<file path="src/rtl/booth_sg_mult.sv">
module booth_sg_mult #(
  parameter int N = 16
) (
  input  logic           clk,
  input  logic           rst_n,
  input  logic           in_valid,
  input  logic [N-1:0]   a,
  input  logic [N-1:0]   b,
  output logic           out_valid,
  output logic [2*N-1:0] product
);
  localparam int NR = N / 2;
  localparam int W  = 2 * N;

  logic [N-1:0] a_q, b_q;
  logic         v_q;

  always_ff @(posedge clk or negedge rst_n)
    if (!rst_n) begin
      a_q <= '0;
      b_q <= '0;
      v_q <= 1'b0;
    end else begin
      v_q <= in_valid;
      if (in_valid) begin
        a_q <= a;
        b_q <= b;
      end
    end

  wire [N+1:0] ae = {a_q[N-1], a_q, 1'b0};
  wire [N:0]   bx = {b_q, 1'b0};

  logic [W-1:0] rows [NR];
  logic [NR-1:0] negs;

  for (genvar j = 0; j < NR; j++) begin : g_row
    wire [2:0] t   = bx[2*j+2 -: 3];
    wire       neg = t[2] & ~(t[1] & t[0]);
    wire       one = t[1] ^ t[0];
    wire       two = (t[2] & ~t[1] & ~t[0]) | (~t[2] & t[1] & t[0]);
    logic [N:0] pp;
    for (genvar i = 0; i <= N; i++) begin : g_bit
      assign pp[i] = ((one & ae[i+1]) | (two & ae[i])) ^ neg;
    end
    assign negs[j] = neg;
    assign rows[j] = {{(N-1){1'b0}}, ~pp[N], pp[N-1:0]} << (2*j);
  end

  logic [W-1:0] fixv, s_v, c_v, t_v, core;

  always_comb begin
    fixv = '0;
    fixv[N] = 1'b1;
    for (int j = 0; j < NR; j++) begin
      fixv[2*j]       = negs[j];
      fixv[N + 2*j + 1] = 1'b1;
    end
    s_v = rows[0];
    c_v = fixv;
    for (int j = 1; j < NR; j++) begin
      t_v = s_v ^ c_v ^ rows[j];
      c_v = ((s_v & c_v) | (s_v & rows[j]) | (c_v & rows[j])) << 1;
      s_v = t_v;
    end
    core = s_v + c_v;
  end

  always_ff @(posedge clk or negedge rst_n)
    if (!rst_n) begin
      out_valid <= 1'b0;
      product   <= '0;
    end else begin
      out_valid <= v_q;
      if (v_q) product <= core;
    end

  wire signed [W-1:0] ref_mul = $signed(a_q) * $signed(b_q);


  product_value_chk: assert property (@(posedge clk) disable iff (!rst_n)
    v_q |=> product == $past(ref_mul));

  valid_delay_chk: assert property (@(posedge clk) disable iff (!rst_n)
    in_valid |-> ##2 out_valid);

  no_spurious_chk: assert property (@(posedge clk) disable iff (!rst_n)
    !in_valid |-> ##2 !out_valid);

  reset_quiet_chk: assert property (@(posedge clk)
    !rst_n |=> !out_valid);

  hold_product_chk: assert property (@(posedge clk) disable iff (!rst_n)
    !v_q |=> $stable(product));
endmodule

</file>
<file path="config.mk">
export PLATFORM = sky130hd
export DESIGN_NAME = booth_sg_mult
export DESIGN_NICKNAME = d
export VERILOG_FILES = /design/src/rtl/booth_sg_mult.sv
export SDC_FILE = /design/constraint.sdc
export NUM_CORES = 1
export LEC_CHECK = 0
export BUFFER_PORTS_ARGS = -buffer_cell sky130_fd_sc_hd__buf_4
export CAP_MARGIN = 0
export CORE_MARGIN = 2
export CORE_UTILIZATION = 35
export DETAILED_ROUTE_END_ITERATION = 7
export PLACE_DENSITY = 0.52
export SLEW_MARGIN = 0
export SYNTH_ARGS = -nofsm -noshare
export SYNTH_HDL_FRONTEND = slang
export SYNTH_SLANG_ARGS = --single-unit
</file>
<file path="constraint.sdc">
create_clock -name clk -period 17.15 [get_ports clk]
set_clock_uncertainty 0.2 [all_clocks]
set_input_delay 0.8575 -clock clk [delete_from_list [all_inputs] [get_ports clk]]
set_output_delay 0.8575 -clock clk [all_outputs]
set_load 0.05 [all_outputs]
</file>
# Word level (Yosys, flattened, before mapping)
# Cells that the tools add are included.
[classes]
addsub = 1
mul = 0
eq_ne = 0
n_reduce_logical = 0
n_bitwise = 657
n_mux = 0
n_lt_le_gt_ge = 0
div = 0
shift = 0
[ops]
columns = ["cell", "n"]
rows = [
  ["bitwise OR 31 bit", 12],
  ["AND 1 bit", 299],
  ["AND 31 bit", 8],
  ["bitwise XOR 32 bit", 6],
  ["bitwise XOR 1 bit", 143],
  ["bitwise OR 1 bit", 135],
  ["AND 31 x 21 -> 31 bit", 2],
  ["AND 31 x 23 -> 31 bit", 2],
  ["AND 31 x 25 -> 31 bit", 2],
  ["AND 31 x 27 -> 31 bit", 2],
  ["AND 31 x 29 -> 31 bit", 2],
  ["adder 32 bit", 1],
  ["bitwise XOR 17 x 32 -> 32 bit", 1],
  ["bitwise XOR 32 x 19 -> 32 bit", 1],
  ["bitwise XOR 32 x 21 -> 32 bit", 1],
  ["bitwise XOR 32 x 23 -> 32 bit", 1],
  ["bitwise XOR 32 x 25 -> 32 bit", 1],
  ["bitwise XOR 32 x 27 -> 32 bit", 1],
  ["bitwise XOR 32 x 29 -> 32 bit", 1],
  ["bitwise XOR 32 x 31 -> 32 bit", 1],
  ["NOT 1 bit", 31],
  ["bitwise OR 31 x 19 -> 31 bit", 1],
  ["bitwise OR 31 x 30 -> 31 bit", 1],
  ["AND 17 x 30 -> 30 bit", 1],
  ["2 further kinds", 2],
]
[totals]
wordCells = 663
mem_count = 0
in_bits = 35
ramBits = 0
mem_bits_ro = 0
latch_bits = 0
reg_bits = 66

# Logic depth before layout (Yosys ltp)
# Gate-level depths: netlist (run 1).
[logic_depth]
word_depth = 30
depth_mapped = 25

# Worst setup path after synthesis (run 1)
# No wires, ideal clock.
[synth_path]
path_type = "reg2reg"
startpoint = "reg b_q[1]"
endpoint = "reg product[27]"
path_stages_with_launch = 23
t_required_ps = 16830
setup_slack_ps = 10240
t_arrival_ps = 6590
cell_sequence = "dfrtp_1 -> ha_1 -> nand2b_1 -> clkbuf_1 -> buf_1 -> xor2_1 -> fa_1 -> inv_1 -> fa_1 -> fa_1 -> fa_1 -> fa_1 -> fa_1 -> inv_1 -> fa_1 -> ha_1 -> a21oi_1 -> o21ai_0 -> or2_2 -> o31ai_2 -> a211oi_1 -> or3_1 -> a31o_1"
[synth_via]
elab_chain_cells = 29
word_cells_on_any_way = 175
classes_between = "add/sub (1); bitwise (174)"
[synth_lines]
columns = ["element", "line_no", "rtl"]
rows = [
  ["start, declared", "15", "logic [N-1:0] a_q, b_q;"],
  ["start signal, assigned", "21", "b_q <= '0;"],
  ["start signal, assigned", "27", "b_q <= b;"],
  ["NOT 1 bit", "41", "wire two = (t[2] & ~t[1] & ~t[0]) | (~t[2] & t[1] & t[0]);"],
  ["AND 1 bit", "41", ""],
  ["bitwise OR 1 bit", "41", ""],
  ["AND 1 bit", "44", "assign pp[i] = ((one & ae[i+1]) | (two & ae[i])) ^ neg;"],
  ["bitwise OR 1 bit", "44", ""],
  ["bitwise XOR 1 bit", "44", ""],
  ["NOT 1 bit", "47", "assign rows[j] = {{(N-1){1'b0}}, ~pp[N], pp[N-1:0]} << (2*j);"],
  ["AND 17 x 19 -> 19 bit", "63", "c_v = ((s_v & c_v) | (s_v & rows[j]) | (c_v & rows[j])) << 1;"],
  ["(+9 left out)", "--", ""],
  ["bitwise OR 31 bit (2 in a row)", "63", ""],
  ["AND 31 bit", "63", ""],
  ["bitwise OR 31 bit (2 in a row)", "63", ""],
  ["AND 31 bit", "63", ""],
  ["bitwise OR 31 bit (2 in a row)", "63", ""],
  ["AND 31 bit", "63", ""],
  ["bitwise OR 31 bit (2 in a row)", "63", ""],
  ["adder 32 bit (*)", "66", "core = s_v + c_v;"],
  ["end signal, assigned", "75", "if (v_q) product <= core;"],
  ["end, declared", "10", "output logic [2*N-1:0] product"],
]
# Every way passes the cells marked *; elsewhere a longest branch is shown, timed or not.
# A chain may end at the register's enable or synchronous reset.

# Worst setup path in the final report (run 1)
# Ends and elaborated chain as after synthesis.

==> results of run 1 <==
## how the worst min path moves through the flow
stage | slack [ps] | cells after the start | endpoint
detailed placement | 280 | 2 | product[11]
floorplan | 150 | 0 | out_valid
global placement | 280 | 2 | product[11]
finish | 290 | 2 | product[11]
global route | 330 | 1 | product[7]
CTS | 300 | 2 | product[11]
## metrics by stage
stage | cell area [um^2] | hold WS (ps) | utilization (%) | setup WS [ps] | std cells
2_1_floorplan | 9060 | 152 | - | 10240 | 945
3_3_place_gp | 9720 | 281 | 38.4 | 9580 | 1268
3_5_place_dp | 9720 | 284 | 38.4 | 9480 | 1268
4_1_cts | 10000 | 299 | 39.7 | 9450 | 1284
5_1_grt | 10000 | 326 | 39.7 | 8880 | 1284
6_report | 10000 | 290 | 39.7 | 9460 | 1284
## cells in the final DEF, fill, tap and decap left out, drive strengths merged, types with 7 or more instances in the layout
master and n:
a21o 7, a21oi 42, a22o 7, a22oi 98, buf 80, clkbuf 11, dfrtp 66, fa 96
ha 67, inv 87, mux2 45, nand2 49, nand2b 9, nor2 17, nor2b 8, o21ai 41
xnor2 62, xor2 90
## critical path, delay by kind of cell (launching register included)
family | cells | cell delay (ps)
adder cells (fa/ha/maj) | 8 | 3760
AO/OA/AOI/OAI | 7 | 2370
flip-flops | 1 | 460
buffers and inverters | 3 | 380
XOR/XNOR | 1 | 220
AND/OR/NAND/NOR | 1 | 190
## per-layer routing
layer | up-vias | routed length, um | share of wire [%]
li1 | 3207 | - | -
met1 | 3235 | 10800 | 51
met2 | 125 | 9620 | 45
met3 | 11 | 762 | 3.6
met4 | 0 | 165 | 0.77
met5 | - | 0 | 0
## flip-flops by register name, indices dropped and copies added, names as in the netlist
register,count
v_q,1
product,32
out_valid,1
a_q,16
b_q,16
## cell type report
type	count	area [um^2]	area share [%]
clock inverters	5	77.6	0.772
multi-input cells	704	6730	67.0
flip-flops and latches	66	1650	16.4
repair buffers	80	601	5.98
clock buffers	11	243	2.42
well taps	330	413	4.11
inverters	88	330	3.29
## cell families (layout without fill, tap and decap cells)
kind of cell / Yosys count / in the layout
compound gates: 225 / 225
buf+inv: 175 / 184
fa+ha+maj: 163 / 163
xor+xnor: 152 / 152
simple gates: 116 / 116
flops: 66 / 66
mux: 48 / 48
==> impl_summary.log, run 1 <==
INFO  metric max_slew_margin = 32.7%
INFO  metric fillerInstances = 2500
INFO  metric grt_overflow = 0
INFO  metric synth.cell_area = 9060 um^2
INFO  metric rrSetupSlack = 9460 ps
INFO  metric cts_post_setup_buffers_inserted = 0
INFO  metric number_of_primary_i_o_pins = 68
INFO  metric weighted_congestion_reported_at_the_end_of_routability_driven_placement = around 0.82
INFO  metric nets = approximately 1.1k
INFO  metric final.min_clock_period = 7690 ps
INFO  metric asyncSetResetFlopFracSynth = 100%
INFO  metric setup_repair_after_global_routing_missed_its_margin = no
INFO  metric grt.busiest_layer = met2
INFO  metric drcViolationCount = 0
INFO  metric cell_variety_after_synth = 61
INFO  metric grt_util_all_layers = 16.7%
INFO  metric initial_utilization = 35.8%
INFO  metric worst-endpoint-arrival = 7730 ps
INFO  metric place.port_buffers = 67
INFO  metric netlist.area_leader.share = 21.2%
INFO  metric clk_pin_slew = 60 ps
INFO  metric worst-setup-path-type = reg2reg
INFO  metric grt_pass1_vias = 6855
INFO  metric firstDrtPassIters = 5
INFO  metric die_area = 27200 um^2
INFO  metric synthMostInstantiatedCell = sky130_fd_sc_hd__a22oi_1
INFO  metric cts_repair_resize_count = 0
INFO  metric worstSetupEndpointType = register
INFO  metric synth_compound_gate_area_share = 16.6%
INFO  metric synthesis.nets = 1143
INFO  metric cell_accounting_for_the_most_synthesized_area = sky130_fd_sc_hd__fa_1
INFO  metric max_freq = 130 MHz
INFO  metric ys_seq_area_share = between 10% and 20%
INFO  metric die_x = 165 um
INFO  metric setup.worst_path.end = product[27]
INFO  metric status = finished, final reports clean
INFO  metric critical_path.reg2reg.endpoint = product[27]
INFO  metric worst_skew_pair_latency = ~350 ps
INFO  metric maxCapViolations = 0
INFO  metric rows = 58
INFO  metric cts_max_level = 3
INFO  metric final-hold-violation-count = 0
INFO  metric half_perimeter_wire_length_after_placement = ~17000 um
INFO  metric synthTopCellsByCount = sky130_fd_sc_hd__a22oi_1 (98), sky130_fd_sc_hd__fa_1 (96), sky130_fd_sc_hd__xor2_1 (90)
INFO  metric gr-usage-met2 = 26.8%
INFO  metric crit_top_cell = sky130_fd_sc_hd__fa_1
INFO  metric synth_seq_cells = 66
INFO  metric slew_violations = 0
INFO  metric groute.layer.met3.usage = approximately 2.6%
INFO  metric viasPerCell = just over 5
INFO  metric ctsRootBufferMaster = sky130_fd_sc_hd__clkbuf_16
INFO  metric rr_worst_depth = 20
INFO  metric cts.sinks = 66
INFO  metric die_y = 165 um
INFO  metric routed_wire_length_per_instance = 16.6 um
INFO  metric layout_worst_path_cycle_share = 44.8%
INFO  metric worst_stage_delay_on_the_critical_path = 820 ps
INFO  metric r2r-start = b_q[1]
INFO  metric worst_setup_path_start_kind = register
INFO  metric worstMarginPinSlew = 1000 ps
INFO  metric post_synth.cell_area_avg = 9.59 um^2
INFO  metric synth.area.mux_share = 5.92%
INFO  metric postSynthCellCount = 945
INFO  metric via_count = 6578
INFO  metric cp_max_fo = 26
INFO  metric drive_above_1_share = around 16%
INFO  metric setup_total_negative_slack = 0 ps
INFO  metric synth_warnings = 0
INFO  metric critical_path.cell_chain = buf_4 -> o21ai_1 -> a22oi_1 -> xor2_1 -> fa_1 -> inv_1 -> fa_1 -> fa_1 -> fa_1 -> fa_1 -> fa_1 -> inv_1 -> fa_1 -> ha_1 -> nand3_1 -> a211oi_1 -> o31ai_2 -> a211oi_1 -> o21ai_0 -> a31o_1
INFO  metric route.antenna.remaining_nets = 0
INFO  metric holdCritPathClass = reg2reg
INFO  metric totalWireLength = 21400 um
INFO  metric clock_tree_buffer_depth = 2
INFO  metric cts.hold.buffers_added = 0
INFO  metric setup_viol = 0
INFO  metric grtUsageMet1 = between 20% and 30%
INFO  metric timing.critical_path.required = 17190 ps
INFO  metric synth_top_family_by_area = adder cells
INFO  metric pin_count_of_the_biggest_net_entering_global_routing = 67
INFO  metric fp.coreArea = approximately 25000 um^2
INFO  metric synth-xor-area-share = 14.7%
INFO  metric synth-edff-count = 0
INFO  metric dominantRegCellSynth = sky130_fd_sc_hd__dfrtp_1
INFO  metric cts_tree = built
INFO  metric synth_simple_gate_area_share = about 6.4%
INFO  metric critical_path.slowest_cell = sky130_fd_sc_hd__o21ai_1
INFO  metric tritoncts.num_buffers = 9
INFO  metric synth-adder-area-share = 30.4%
INFO  metric n_antenna_cell = 0
INFO  metric layout-area-overhead-vs-synth = 10.8%
INFO  metric antenna_found_initial = 0
INFO  metric grt_pass1_wl = roughly 36000 um
INFO  metric worstHoldStart = product[11]
INFO  metric drt_iter0_markers = around 460
INFO  metric worst_setup_path_startpoint = b_q[1]
INFO  metric ys_top_cells_by_area = sky130_fd_sc_hd__fa_1 (21%), sky130_fd_sc_hd__dfrtp_1 (18%), sky130_fd_sc_hd__ha_1 (9.2%)
Power of run 1 is not shown: default switching activity piles up to over one toggle a cycle in this logic, so the estimate is an artifact.
==> inputs of run 2 (changes only) <==
PLACE_DENSITY = 0.54   (was 0.52)
clock period = 6.8 ns   (was 17.15 ns; I/O delays follow)
==> impl_summary.log, run 2 (synthesized netlist as in run 1, its figures left out) <==
INFO  metric grt_overflow = 0
INFO  metric layout_worst_path_cycle_share = 96.6%
INFO  metric final_cell_area = 10400 um^2
INFO  metric holdCritPathClass = in2reg
INFO  metric crit_top_cell = sky130_fd_sc_hd__fa_1
INFO  metric fillerInstances = 2527
INFO  metric setup_viol = 0
INFO  metric detailedPlace.worstSlack = 58.9 ps
INFO  metric routed_wire_length_per_instance = 16.3 um
INFO  metric final_cell_mix = sky130_fd_sc_hd__buf_4 (118), sky130_fd_sc_hd__a22oi_1 (97), sky130_fd_sc_hd__fa_1 (94), sky130_fd_sc_hd__xor2_1 (90), sky130_fd_sc_hd__inv_1 (86)
INFO  metric firstDrtPassIters = 6
INFO  metric largest_register = product
INFO  metric worst_stage_delay_on_the_critical_path = between 500 and 600 ps
INFO  metric die_area = 27200 um^2
INFO  metric layout-area-overhead-vs-synth = 14.9%
INFO  metric biggestRegsByFlops = product x32, a_q x16, b_q x16
INFO  metric worst_setup_path_startpoint = b_q[2]
INFO  metric status = finished, final reports clean
INFO  metric cp_max_fo = 6
INFO  metric r2r-start = b_q[2]
INFO  metric worstHoldStart = a[2]
INFO  metric worst_hold_path.num_cells = 3
INFO  metric placement.cell_area = ~10000 um^2
INFO  metric final.min_clock_period = 6570 ps
INFO  metric fp.coreArea = 25300 um^2
INFO  metric route.antenna.remaining_nets = 0
INFO  metric die_y = 165 um
INFO  metric rows = 58
INFO  metric drcViolationCount = 0
INFO  metric grt_pass1_vias = 6978
INFO  metric clk_pin_slew = 60 ps
INFO  metric half_perimeter_wire_length_after_placement = 17100 um
INFO  metric viasPerCell = approximately 5.0
INFO  metric antenna_found_initial = 0
INFO  metric cts.sinks = 66
INFO  metric nets = ~1.2k
INFO  metric setup_repair_after_global_routing_missed_its_margin = no
INFO  metric largest_reg_flops = 32
INFO  metric grt_pass1_wl = 36600 um
INFO  metric slew_violations = 0
INFO  metric maxCapViolations = 0
INFO  metric max_freq = 152 MHz
INFO  metric layout.cells.most_common = sky130_fd_sc_hd__buf_4
INFO  metric grt_util_all_layers = 16.8%
INFO  metric worst-setup-path-type = reg2reg
INFO  metric worst_skew_pair_latency = 340 ps
INFO  metric timing.critical_path.required = roughly 6900 ps
INFO  metric cts_tree = built
INFO  metric rrSetupSlack = 230 ps
INFO  metric worst-endpoint-arrival = ~6600 ps
INFO  metric n_antenna_cell = 0
INFO  metric critical_path.reg2reg.endpoint = product[28]
INFO  metric rr_worst_depth = 23
INFO  metric max_slew_margin = 18.1%
INFO  metric cts_max_level = 3
INFO  metric final-hold-violation-count = 0
INFO  metric weighted_congestion_reported_at_the_end_of_routability_driven_placement = about 0.82
INFO  metric setup_slack = 233 ps
INFO  metric tritoncts.num_buffers = 9
INFO  metric critical_path.cell_chain = nand2b_1 -> o21ai_1 -> buf_6 -> a22oi_2 -> xor2_1 -> fa_1 -> inv_1 -> fa_1 -> fa_2 -> fa_1 -> fa_2 -> fa_1 -> inv_1 -> fa_1 -> ha_1 -> buf_4 -> o21a_1 -> a21oi_2 -> o2111ai_1 -> nand2_2 -> nor4_1 -> or4b_1 -> a31oi_1
INFO  metric worstSetupEndpointType = register
INFO  metric ctsRootBufferMaster = sky130_fd_sc_hd__clkbuf_16
INFO  metric drive_above_1_share = approximately 21%
INFO  metric die_x = 165 um
INFO  metric place.port_buffers = 67
INFO  metric pin_count_of_the_biggest_net_entering_global_routing = 67
INFO  metric initial_utilization = 35.8%
INFO  metric totalWireLength = about 22000 um
INFO  metric clock_tree_buffer_depth = 2
INFO  metric worst_setup_path_start_kind = register
INFO  metric critical_path.slowest_cell = sky130_fd_sc_hd__fa_2
INFO  metric via_count = roughly 6.7k
INFO  metric setup_total_negative_slack = 0 ps
INFO  metric setup.worst_path.end = product[28]
INFO  metric worstMarginPinSlew = approximately 1200 ps
INFO  metric drt_iter0_markers = 334
INFO  metric number_of_primary_i_o_pins = 68
## run 2: metrics by stage
step | std cells | hold WS (ps) | utilization, %
5_1_grt | 1326 | 19.3 | 41.1
2_1_floorplan | 945 | -156 | -
6_report | 1326 | 22.3 | 41.1
3_5_place_dp | 1305 | 280 | 39.5
3_3_place_gp | 1305 | 273 | 39.5
4_1_cts | 1324 | 3.09 | 40.8
## run 2: worst max-delay path: cells and delay by family, from the launching register on
kind            cells  cell delay, ps
flops               1             440
fa+ha+maj           8            3640
compound gates      6             780
simple gates        4             850
xor+xnor            1             170
buf+inv             4             430
## run 2: final cells by class
cell class / instances / area [um^2] / share of cell area, %
Inverter: 88 / 330 / 3.17
Clock buffer: 12 / 246 / 2.37
Clock inverter: 3 / 40.0 / 0.384
Tap cell: 330 / 413 / 3.96
Timing Repair Buffer: 123 / 937 / 9.00
Multi-Input combinational cell: 704 / 6800 / 65.3
Sequential cell: 66 / 1650 / 15.9
## run 2: metal layers
layer	part of all wire [%]	up-vias	global-route usage, %
met3	2.5	15	2.29
met1	51	3277	23.9
met2	46	91	27.3
li1	-	3296	-
met4	0.99	0	3.24
met5	0	-	0
## run 2: worst min path at each step
stage / to / slack, ps
after global placement: product[11] / 270
after detailed placement: product[11] / 280
after global routing: a_q[15] / 20
final: a_q[2] / 20
after CTS: a_q[2] / 3
after floorplan: a_q[0] / -160
## run 2: repair_timing
item | CTS | global route
endpoints found under the hold margin | 69 | 0
setup endpoints to repair | 0 | 12
setup buffers | 0 | 2
resized for setup | 0 | 18
hold buffers | 4 | 0
Power of run 2 is left out for the same reason.
==> inputs of run 3 (changes only) <==
CORE_UTILIZATION = 57   (was 35)
PLACE_DENSITY = 0.8   (was 0.54)
==> impl_summary.log, run 3 (synthesized netlist as in run 1, its figures left out) <==
INFO  metric pin_count_of_the_biggest_net_entering_global_routing = 67
INFO  metric layout_worst_path_cycle_share = 97.4%
INFO  metric worstMarginPinSlew = 1170 ps
INFO  metric grt_util_all_layers = 25.1%
INFO  metric clk_pin_slew = 50 ps
INFO  metric critical_path.reg2reg.endpoint = product[28]
INFO  metric routed_wire_length_per_instance = 16.5 um
INFO  metric cts_tree = built
INFO  metric rrSetupSlack = 170 ps
INFO  metric layout-area-overhead-vs-synth = 13.3%
INFO  metric nets = between 1k and 1.5k
INFO  metric viasPerCell = 5.68
INFO  metric setup_slack = between 150 and 200 ps
INFO  metric worst_setup_path_start_kind = register
INFO  metric worst_setup_path_startpoint = b_q[2]
INFO  metric grt_pass1_wl = 33800 um
INFO  metric n_antenna_cell = 0
INFO  metric largest_reg_flops = 32
INFO  metric drt_iter0_markers = 400
INFO  metric setup_viol = 0
INFO  metric tritoncts.num_buffers = 9
INFO  metric antenna_found_initial = 0
INFO  metric place.port_buffers = 67
INFO  metric setup.worst_path.end = product[28]
INFO  metric fin_worst_hold_slack = a little under 9 ps
INFO  metric rows = 46
INFO  metric cts.sinks = 66
INFO  metric setup_repair_after_global_routing_missed_its_margin = yes
INFO  metric crit_top_cell = sky130_fd_sc_hd__fa_1
INFO  metric grt_pass1_vias = 6988
INFO  metric largest_register = product
INFO  metric die_y = 130 um
INFO  metric timing.critical_path.buf_inv = 3
INFO  metric detailedPlace.worstSlack = -23.6 ps
INFO  metric number_of_primary_i_o_pins = slightly below 70
INFO  metric firstDrtPassIters = 5
INFO  metric final.min_clock_period = between 6000 and 7000 ps
INFO  metric die_x = between 100 and 150 um
INFO  metric worstSetupEndpointType = register
INFO  metric worst-setup-path-type = reg2reg
INFO  metric critical_path.cell_chain = nand2b_1 -> o21ai_2 -> buf_6 -> a22oi_1 -> xor2_1 -> fa_1 -> inv_1 -> fa_1 -> fa_2 -> fa_1 -> fa_2 -> fa_1 -> inv_1 -> fa_1 -> ha_4 -> o21a_1 -> a21oi_2 -> o2111ai_1 -> nand2_2 -> nor4_1 -> or4b_1 -> a31oi_1
INFO  metric timing.critical_path.required = 6870 ps
INFO  metric cp_max_fo = 6
INFO  metric clock_tree_buffer_depth = 2
INFO  metric cp_top_family = adder cells
INFO  metric biggestRegsByFlops = product x32, a_q x16, b_q x16
INFO  metric initial_utilization = a little under 60%
INFO  metric slew_violations = 0
INFO  metric drive_above_1_share = 20.1%
INFO  metric worst-endpoint-arrival = around 6700 ps
INFO  metric drcViolationCount = 0
INFO  metric critical_path_depth = 22
INFO  metric critical_path.slowest_cell = sky130_fd_sc_hd__fa_1
INFO  metric max_freq = 151 MHz
INFO  metric ctsRootBufferMaster = sky130_fd_sc_hd__clkbuf_16
INFO  metric route.antenna.remaining_nets = 0
INFO  metric fp.coreArea = between 15000 and 20000 um^2
INFO  metric r2r-start = b_q[2]
INFO  metric rr_worst_depth = 22
INFO  metric layout.cells.most_common = sky130_fd_sc_hd__buf_4
INFO  metric cts_max_level = 3
INFO  metric half_perimeter_wire_length_after_placement = about 16000 um
INFO  metric holdCritPathClass = in2reg
INFO  metric worst_skew_pair_latency = 350 ps
INFO  metric via_count = 6820
INFO  metric max_slew_margin = 21.7%
INFO  metric totalWireLength = roughly 20000 um
INFO  metric weighted_congestion_reported_at_the_end_of_routability_driven_placement = 0.955
INFO  metric die_area = approximately 17000 um^2
INFO  metric maxCapViolations = 0
INFO  metric final-hold-violation-count = 0
INFO  metric final_cell_mix = sky130_fd_sc_hd__buf_4 (105), sky130_fd_sc_hd__a22oi_1 (98), sky130_fd_sc_hd__fa_1 (92), sky130_fd_sc_hd__xor2_1 (90), sky130_fd_sc_hd__inv_1 (86)
INFO  metric grt_overflow = 0
INFO  metric worst_stage_delay_on_the_critical_path = ~550 ps
INFO  metric status = finished, final reports clean
INFO  metric setup_total_negative_slack = 0 ps
-- run 3: cell count changes in the layout (fill, tap and decap cells not counted), sizes merged --
cell / delta
buf: -12
clkbuf: +2
clkinv: -2
dlygate4sd3: +1
-- run 3: area by class of cell --
| class | count | area, um^2 |
|---|---|---|
| multi-input combinational | 704 | 6830 |
| fill | 1261 | 5440 |
| sequential | 66 | 1650 |
| timing repair buffer | 112 | 861 |
| inverter | 88 | 330 |
| clock buffer | 14 | 294 |
| tap | 216 | 270 |
| clock inverter | 1 | 30.0 |
-- run 3: worst min-delay path, delay by kind of cell --
kind / cells / cell delay, ps
buffers and inverters: 1 / 70
and+or+nand+nor: 1 / 40
AOI/OAI and AO/OA: 1 / 60
-- run 3: per-layer routing --
layer	global-route usage [%]	up-vias	part of all wire [%]
met3	3.81	24	3.8
met4	6.83	0	1.6
met2	43.8	168	50
met1	32.6	3358	44
li1	-	3270	-
met5	0	-	0
-- run 3: how the worst min path moves through the flow --
stage	startpoint	to	slack [ps]	cells past startpoint
after floorplan	rst_n	a_q[0]	-160	0
after global placement	product[11]	product[11]	270	2
after detailed placement	product[15]	product[15]	280	2
after CTS	a[5]	a_q[5]	3	3
after global routing	b[6]	b_q[6]	10	2
final	a[11]	a_q[11]	9	3
-- run 3: what timing repair did --
| action | CTS | global route |
|---|---|---|
| setup endpoints to repair | 1 | 10 |
| hold endpoints to repair | 70 | 0 |
| gates resized for setup | 1 | 23 |
| hold buffers | 5 | 0 |
| setup buffers | 0 | 2 |
-- run 3: stage by stage --
step	std cells	area (um^2)	util, %
floorplan	945	9070	-
global placement	1179	9770	62.2
detailed placement	1179	9770	62.2
CTS	1199	10100	64.6
global route	1201	10300	65.4
finish	1201	10300	65.4
Power of run 3 is left out for the same reason.
